<file path="src/rtl/i2c_rx_hold_pkg.sv">
package i2c_rx_hold_pkg;

    typedef enum logic [1:0] {
        BUF_EMPTY = 2'd0,
        BUF_HOST  = 2'd1,
        BUF_BOTH  = 2'd2
    } buf_state_t;

    typedef enum logic {
        BUS_IDLE   = 1'b0,
        BUS_ACTIVE = 1'b1
    } bus_state_t;

    typedef enum logic {
        DRV_HOLD   = 1'b0,
        DRV_BYPASS = 1'b1
    } line_drive_t;

    localparam int unsigned REG_W       = 8;
    localparam int unsigned BIT_MODE    = 7;
    localparam int unsigned BIT_FSCL    = 6;
    localparam int unsigned BIT_FSDA    = 5;
    localparam int unsigned BIT_BYPASS  = 4;
    localparam int unsigned BIT_RDY_CLR = 0;
    localparam logic        SEL_CTRL    = 1'b0;
    localparam logic        SEL_STATUS  = 1'b1;

endpackage

</file>
<file path="src/rtl/i2c_line_monitor.sv">
module i2c_line_monitor
    import i2c_rx_hold_pkg::*;
#(
    parameter int unsigned SYNC_STAGES = 2
) (
    input  logic clk,
    input  logic rst_n,
    input  logic scl_in,
    input  logic sda_in,
    output logic scl_sync,
    output logic bus_busy
);

    localparam int unsigned LAST = SYNC_STAGES - 1;

    logic [LAST:0] scl_chain;
    logic [LAST:0] sda_chain;
    logic          sda_prev;
    logic          start_det;
    logic          stop_det;
    bus_state_t    bus_q;
    bus_state_t    bus_d;

    genvar g;
    generate
        for (g = 0; g < SYNC_STAGES; g++) begin : g_sync
            if (g == 0) begin : g_first
                always_ff @(posedge clk) begin
                    if (!rst_n) begin
                        scl_chain[0] <= 1'b1;
                        sda_chain[0] <= 1'b1;
                    end else begin
                        scl_chain[0] <= scl_in;
                        sda_chain[0] <= sda_in;
                    end
                end
            end else begin : g_next
                always_ff @(posedge clk) begin
                    if (!rst_n) begin
                        scl_chain[g] <= 1'b1;
                        sda_chain[g] <= 1'b1;
                    end else begin
                        scl_chain[g] <= scl_chain[g-1];
                        sda_chain[g] <= sda_chain[g-1];
                    end
                end
            end
        end
    endgenerate

    always_ff @(posedge clk) begin
        if (!rst_n) sda_prev <= 1'b1;
        else        sda_prev <= sda_chain[LAST];
    end

    assign scl_sync  = scl_chain[LAST];
    assign start_det = scl_chain[LAST] &&  sda_prev && !sda_chain[LAST];
    assign stop_det  = scl_chain[LAST] && !sda_prev &&  sda_chain[LAST];

    always_ff @(posedge clk) begin
        if (!rst_n) bus_q <= BUS_IDLE;
        else        bus_q <= bus_d;
    end

    always_comb begin
        bus_d = bus_q;
        unique case (bus_q)
            BUS_IDLE:   if (start_det) bus_d = BUS_ACTIVE;
            BUS_ACTIVE: if (stop_det)  bus_d = BUS_IDLE;
            default:    bus_d = BUS_IDLE;
        endcase
    end

    always_comb begin
        bus_busy = (bus_q == BUS_ACTIVE);
    end

    AST_START_SETS_BUSY: assert property (@(posedge clk) disable iff (!rst_n)
        start_det |=> bus_busy);
    AST_STOP_CLEARS_BUSY: assert property (@(posedge clk) disable iff (!rst_n)
        (stop_det && !start_det) |=> !bus_busy);

endmodule

</file>
<file path="src/rtl/i2c_rx_buffer.sv">
module i2c_rx_buffer
    import i2c_rx_hold_pkg::*;
#(
    parameter int unsigned DATA_W = 8
) (
    input  logic              clk,
    input  logic              rst_n,
    input  logic              byte_valid,
    input  logic [DATA_W-1:0] byte_data,
    input  logic              rdy_clear,
    input  logic              single_mode,
    output logic [DATA_W-1:0] host_data,
    output logic              data_ready,
    output logic              scl_hold
);

    buf_state_t        state_q;
    buf_state_t        state_d;
    logic [DATA_W-1:0] hold_q;
    logic              load_host_byte;
    logic              load_host_hold;
    logic              load_hold;

    always_ff @(posedge clk) begin
        if (!rst_n) state_q <= BUF_EMPTY;
        else        state_q <= state_d;
    end

    always_comb begin
        state_d        = state_q;
        load_host_byte = 1'b0;
        load_host_hold = 1'b0;
        load_hold      = 1'b0;
        unique case (state_q)
            BUF_EMPTY: begin
                if (byte_valid) begin
                    state_d        = BUF_HOST;
                    load_host_byte = 1'b1;
                end
            end
            BUF_HOST: begin
                if (byte_valid && rdy_clear) begin
                    load_host_byte = 1'b1;
                end else if (byte_valid) begin
                    state_d   = BUF_BOTH;
                    load_hold = 1'b1;
                end else if (rdy_clear) begin
                    state_d = BUF_EMPTY;
                end
            end
            BUF_BOTH: begin
                if (rdy_clear) begin
                    load_host_hold = 1'b1;
                    if (byte_valid) load_hold = 1'b1;
                    else            state_d   = BUF_HOST;
                end
            end
            default: state_d = BUF_EMPTY;
        endcase
    end

    always_ff @(posedge clk) begin
        if (!rst_n) begin
            host_data <= '0;
            hold_q    <= '0;
        end else begin
            if (load_host_byte)      host_data <= byte_data;
            else if (load_host_hold) host_data <= hold_q;
            if (load_hold)           hold_q    <= byte_data;
        end
    end

    always_comb begin
        data_ready = (state_q != BUF_EMPTY);
        scl_hold   = single_mode ? (state_q != BUF_EMPTY) : (state_q == BUF_BOTH);
    end

    AST_FIRST_BYTE_READY: assert property (@(posedge clk) disable iff (!rst_n)
        (state_q == BUF_EMPTY && byte_valid) |=> (data_ready && host_data == $past(byte_data)));
    AST_SECOND_BYTE_HOLD: assert property (@(posedge clk) disable iff (!rst_n)
        (state_q == BUF_HOST && byte_valid && !rdy_clear && !single_mode) |=> scl_hold);
    AST_MOVE_UP: assert property (@(posedge clk) disable iff (!rst_n)
        (state_q == BUF_BOTH && rdy_clear) |=> (data_ready && host_data == $past(hold_q)));
    AST_OVERRUN_DROP: assert property (@(posedge clk) disable iff (!rst_n)
        (state_q == BUF_BOTH && byte_valid && !rdy_clear) |=> ($stable(host_data) && $stable(hold_q)));
    AST_CLEAR_EMPTIES: assert property (@(posedge clk) disable iff (!rst_n)
        (state_q == BUF_HOST && rdy_clear && !byte_valid) |=> !data_ready);

endmodule

</file>
<file path="src/rtl/i2c_ctrl_regs.sv">
module i2c_ctrl_regs
    import i2c_rx_hold_pkg::*;
(
    input  logic             clk,
    input  logic             rst_n,
    input  logic             reg_wr,
    input  logic             reg_sel,
    input  logic [REG_W-1:0] reg_wdata,
    input  logic             scl_sync,
    input  logic             bus_busy,
    input  logic             scl_hold,
    output logic             single_mode,
    output logic             rdy_clear,
    output logic             scl_pull,
    output logic             sda_pull,
    output logic [REG_W-1:0] ctrl_rdata
);

    logic        force_scl_q;
    logic        force_sda_q;
    line_drive_t drive_q;
    logic        ctrl_wr;

    assign ctrl_wr   = reg_wr && (reg_sel == SEL_CTRL);
    assign rdy_clear = reg_wr && (reg_sel == SEL_STATUS) && !reg_wdata[BIT_RDY_CLR];

    always_ff @(posedge clk) begin
        if (!rst_n) begin
            single_mode <= 1'b0;
            force_scl_q <= 1'b1;
            force_sda_q <= 1'b1;
            drive_q     <= DRV_HOLD;
        end else if (ctrl_wr) begin
            single_mode <= reg_wdata[BIT_MODE];
            force_scl_q <= reg_wdata[BIT_FSCL];
            force_sda_q <= reg_wdata[BIT_FSDA];
            drive_q     <= reg_wdata[BIT_BYPASS] ? DRV_BYPASS : DRV_HOLD;
        end
    end

    always_comb begin
        scl_pull = 1'b0;
        sda_pull = 1'b0;
        unique case (drive_q)
            DRV_HOLD: begin
                scl_pull = scl_hold;
                sda_pull = 1'b0;
            end
            DRV_BYPASS: begin
                scl_pull = !force_scl_q;
                sda_pull = !force_sda_q;
            end
            default: ;
        endcase
    end

    always_comb begin
        ctrl_rdata             = '0;
        ctrl_rdata[BIT_MODE]   = single_mode;
        ctrl_rdata[BIT_FSCL]   = scl_sync;
        ctrl_rdata[BIT_FSDA]   = bus_busy;
        ctrl_rdata[BIT_BYPASS] = (drive_q == DRV_BYPASS);
    end

    AST_BYPASS_WRITE: assert property (@(posedge clk) disable iff (!rst_n)
        (ctrl_wr && reg_wdata[BIT_BYPASS]) |=> (scl_pull == !$past(reg_wdata[BIT_FSCL])));

endmodule

</file>
<file path="src/rtl/i2c_rx_hold_ctrl.sv">
module i2c_rx_hold_ctrl
    import i2c_rx_hold_pkg::*;
#(
    parameter int unsigned DATA_W      = 8,
    parameter int unsigned SYNC_STAGES = 2
) (
    input  logic              clk,
    input  logic              rst_n,
    input  logic              byte_valid,
    input  logic [DATA_W-1:0] byte_data,
    input  logic              reg_wr,
    input  logic              reg_sel,
    input  logic [7:0]        reg_wdata,
    input  logic              scl_in,
    input  logic              sda_in,
    output logic              scl_pull,
    output logic              sda_pull,
    output logic [7:0]        ctrl_rdata,
    output logic [DATA_W-1:0] rx_data,
    output logic              data_ready
);

    logic scl_sync;
    logic bus_busy;
    logic scl_hold;
    logic single_mode;
    logic rdy_clear;

    i2c_line_monitor #(.SYNC_STAGES(SYNC_STAGES)) i_monitor (
        .clk      (clk),
        .rst_n    (rst_n),
        .scl_in   (scl_in),
        .sda_in   (sda_in),
        .scl_sync (scl_sync),
        .bus_busy (bus_busy)
    );

    i2c_rx_buffer #(.DATA_W(DATA_W)) i_buffer (
        .clk         (clk),
        .rst_n       (rst_n),
        .byte_valid  (byte_valid),
        .byte_data   (byte_data),
        .rdy_clear   (rdy_clear),
        .single_mode (single_mode),
        .host_data   (rx_data),
        .data_ready  (data_ready),
        .scl_hold    (scl_hold)
    );

    i2c_ctrl_regs i_regs (
        .clk         (clk),
        .rst_n       (rst_n),
        .reg_wr      (reg_wr),
        .reg_sel     (reg_sel),
        .reg_wdata   (reg_wdata),
        .scl_sync    (scl_sync),
        .bus_busy    (bus_busy),
        .scl_hold    (scl_hold),
        .single_mode (single_mode),
        .rdy_clear   (rdy_clear),
        .scl_pull    (scl_pull),
        .sda_pull    (sda_pull),
        .ctrl_rdata  (ctrl_rdata)
    );

    AST_SINGLE_HOLD: assert property (@(posedge clk) disable iff (!rst_n)
        (!ctrl_rdata[BIT_BYPASS] && ctrl_rdata[BIT_MODE] && data_ready) |-> scl_pull);
    AST_SDA_QUIET: assert property (@(posedge clk) disable iff (!rst_n)
        !ctrl_rdata[BIT_BYPASS] |-> !sda_pull);
    AST_STATUS_ONE_KEEPS: assert property (@(posedge clk) disable iff (!rst_n)
        (data_ready && reg_wr && reg_sel && reg_wdata[0] && !byte_valid) |=> data_ready);

endmodule

</file>
<file path="config.mk">
export PLATFORM = sky130hd
export DESIGN_NAME = i2c_rx_hold_ctrl
export DESIGN_NICKNAME = d
export VERILOG_FILES = /design/src/rtl/i2c_rx_hold_pkg.sv /design/src/rtl/i2c_line_monitor.sv /design/src/rtl/i2c_rx_buffer.sv /design/src/rtl/i2c_ctrl_regs.sv /design/src/rtl/i2c_rx_hold_ctrl.sv
export SDC_FILE = /design/constraint.sdc
export NUM_CORES = 1
export LEC_CHECK = 0
export BUFFER_PORTS_ARGS = -buffer_cell sky130_fd_sc_hd__buf_2
export CAP_MARGIN = 20
export CELL_PAD_IN_SITES_DETAIL_PLACEMENT = 0
export CELL_PAD_IN_SITES_GLOBAL_PLACEMENT = 1
export CORE_MARGIN = 4
export CORE_UTILIZATION = 37
export CTS_CLUSTER_DIAMETER = 80
export DETAILED_ROUTE_END_ITERATION = 16
export PLACE_DENSITY = 0.89
export SLEW_MARGIN = 20
export SYNTH_ARGS = -nofsm -noshare
export SYNTH_HDL_FRONTEND = slang
export SYNTH_HIERARCHICAL = 1
export SYNTH_SLANG_ARGS = --single-unit
</file>
<file path="constraint.sdc">
create_clock -name clk -period 1.7 [get_ports clk]
set_input_delay 0.255 -clock clk [delete_from_list [all_inputs] [get_ports clk]]
set_output_delay 0.255 -clock clk [all_outputs]
set_load 0.02 [all_outputs]
</file>
==> impl_results.md <==
- Register area: 561 sq um
- Syn_area_per_cell: ~9 sq um
- Post-DRT Antenna Nets: 0
- Starting DRT DRC Count: 67
- Post-synthesis cell type count: 32
- Final TNS setup: 0 ps
- Setup bufs post-CTS: 0
- Fillcell total: 366
- Fin area: 0.00171 sq mm
- DR vias: approximately 1200
- Crit path buffers/inverters: 2
- Core area: 0.00366 sq mm
- Vias in the first global route: 1139
- H-tree Lvls: 1
- Final setup viols: 0
- Max-slew headroom: 64.8%
- Startpoint Class: register
- Num rows: 22
- Cell family with most CP delay: flip-flops
- Cell Area, Synth: 0.00141 sq mm
- Longest Clk Path Bufs: 2
- CTS tree: done
- Initial antenna violation count: 0
- # port buffers: 34
- GP Congestion: around 0.69
- Worst-path clk slew: 90 ps
- Yosys reg bits: 28
- Top Ports: 42
- Post-route setup slack: 159 ps
- Root buffer cell: clkbuf_8
- CP peak stage delay: 340 ps
- Global-route wire length before repair: 5120 um
- Max cap viols: 0
- Setup Skew: 3.10 ps
- Largest net degree at the start of global routing: 33
- Pins Over Slew Limit: 0
- Chip height: 69.8 um
- Clk sinks: 28
- Sequential area share after synthesis: 39.7%
- Outcome: completed
- Vias per cell: 4.80
- Final core utilization: between 40 and 50%
- Crit Path Class: reg -> out
- Instance count of the mapped netlist: 157
- Final min period: approximately 1500 ps
- RSZ-0062 raised after global routing: false
- Power Dens Cells: 1250 mW/mm^2
- Overall Power: ~2100 uW
- DRC: 0
- Die area: between 0.004 and 0.005 sq mm
- HPWL Detailed: 2020 um
- Lkg Pwr: 0.000831 uW
- Largest fanout on the critical path: 5
- Layout cells sized above 1: 28.5%
- GRT Util Overall: 12.6%
- Area after DPL: 0.00163 sq mm
- Hold_buf cts: 0
- Area grow syn2layout: 20.8%
- Dpl ws: 63.0 ps
- Fin crit share: between 90% and 100%
- DR WL/cell: 11.7 um
- FMAX: 649 MHz
- Crit. End Element: primary output
- Arr. time, crit path: 1290 ps
- Hold crit path type: in -> reg
- Worst path cell trace: buf_4 > nand2_1 > o21ai_0 > mux2_2 > buf_2
- Die X: between 60 and 70 um
- DRT Pass-1 Iters: 4
- Final Hold Fails: 0
- Yosys warns: 6
- Post-CTS sizing: 0
- Actual slew at the worst max-slew pin: between 500 and 600 ps
- Max IR drop VDD: ~0.52 mV
- Initial Util: 38.6%
- Critical-path top delay cell: dfxtp_1
- Area occupied by multi-input gates: approximately 740 sq um
- Routed WL: 2830 um
- Clock buffer count from CTS: 3
- Worst-Skew Late Latency: roughly 270 ps
- Required time of the critical path: around 1400 ps
- Overflow after GRT: 0
- Final net count: around 220
- Ant diodes: 0
[per-layer routing]
metal	wire [um]	GRT usage [%]	up-vias
met5	0	0	-
li1	-	-	592
met2	1380	22.0	24
met4	36	5.11	0
met1	1290	15.4	539
met3	126	1.59	2
[Yosys cell counts (all sizes together)]
cell type / number / area [sq um]
nor2b: 3 / 26.3
o221ai: 1 / 8.76
buf: 11 / 83.8
o211ai: 2 / 15.0
nand2: 27 / 101
ha: 7 / 87.6
o211a: 8 / 80.1
or2b: 4 / 30.0
o32ai: 1 / 16.3
o21ai: 11 / 66.3
inv: 9 / 33.8
nand2b: 1 / 6.26
clkbuf: 2 / 7.51
a21boi: 8 / 60.1
a21oi: 2 / 10.0
conb: 1 / 3.75
nor2: 4 / 22.5
mux2i: 5 / 53.8
and2: 1 / 8.76
nand3b: 2 / 15.0
o21a: 1 / 7.51
mux2: 1 / 11.3
nand3: 17 / 95.1
dfxtp: 28 / 561
[cell usage in the layout, fill, tap and decap left out, types with 7 or more instances in the layout]
| cell type | count |
|---|---|
| nand3_1 | 15 |
| buf_2 | 34 |
| buf_4 | 7 |
| o211a_1 | 8 |
| a21boi_1 | 8 |
| ha_1 | 7 |
| nand2_1 | 27 |
| o21ai_0 | 9 |
| inv_1 | 9 |
| dfxtp_1 | 28 |
[stage by stage]
stage | cells | hold slack (ps)
final | 241 | 154
after detailed placement | 237 | 393
after CTS | 241 | 142
after global placement | 237 | 388
after floorplan | 160 | 344
after global routing | 241 | 150
[final cells by class]
type / instances / share of cell area (%)
multi-input cells: 110 / 43.2
flip-flops and latches: 28 / 32.9
repair buffers: 42 / 14.2
well taps: 48 / 3.52
clock buffers: 3 / 2.42
inverters: 9 / 1.98
clock inverters: 1 / 1.76
[sequential cells by signal, summed over array words and instances, names as in the netlist]
name and count:
i_buffer/hold_q 8, i_buffer/host_data 8, i_buffer/state_q 2, i_monitor/sda_chain 2, i_monitor/bus_busy 1, i_monitor/scl_chain 1
i_monitor/scl_sync 1, i_monitor/sda_prev 1, i_regs/drive_q 1, i_regs/force_scl_q 1, i_regs/force_sda_q 1, i_regs/single_mode 1
[power by group]
part           internal [uW]  switching, uW  total, uW  leakage (uW)
registers                752           44.6        797      0.000230
clock network            315            201        515     0.0000357
logic                    346            470        816      0.000565
[kinds of logic (layout without fill, tap and decap cells)]
logic type	Yosys count	count (layout)	share of synthesized area (%)
and+or+nand+nor	59	59	21.6
AOI/OAI and AO/OA	34	34	18.7
DFF	28	28	39.7
buffers and inverters	22	55	8.86
adders and majority gates	7	7	6.21
muxes	6	6	4.61
other	1	4	0.266
[final timing paths]
kind	cells past startpoint	slack, ps	from	end
hold / removal	2	150	scl_in	i_monitor/scl_chain[0]$_SDFF_PN1_
hold reg to reg	1	410	i_monitor/scl_chain[0]$_SDFF_PN1_	i_monitor/scl_sync$_SDFF_PN1_
setup reg to reg	6	170	i_buffer/state_q[0]$_SDFFE_PN0P_	i_buffer/hold_q[1]$_SDFFE_PN0P_
setup / recovery	5	160	i_buffer/state_q[0]$_SDFFE_PN0P_	scl_pull
Power figures use the tool's default switching activity.
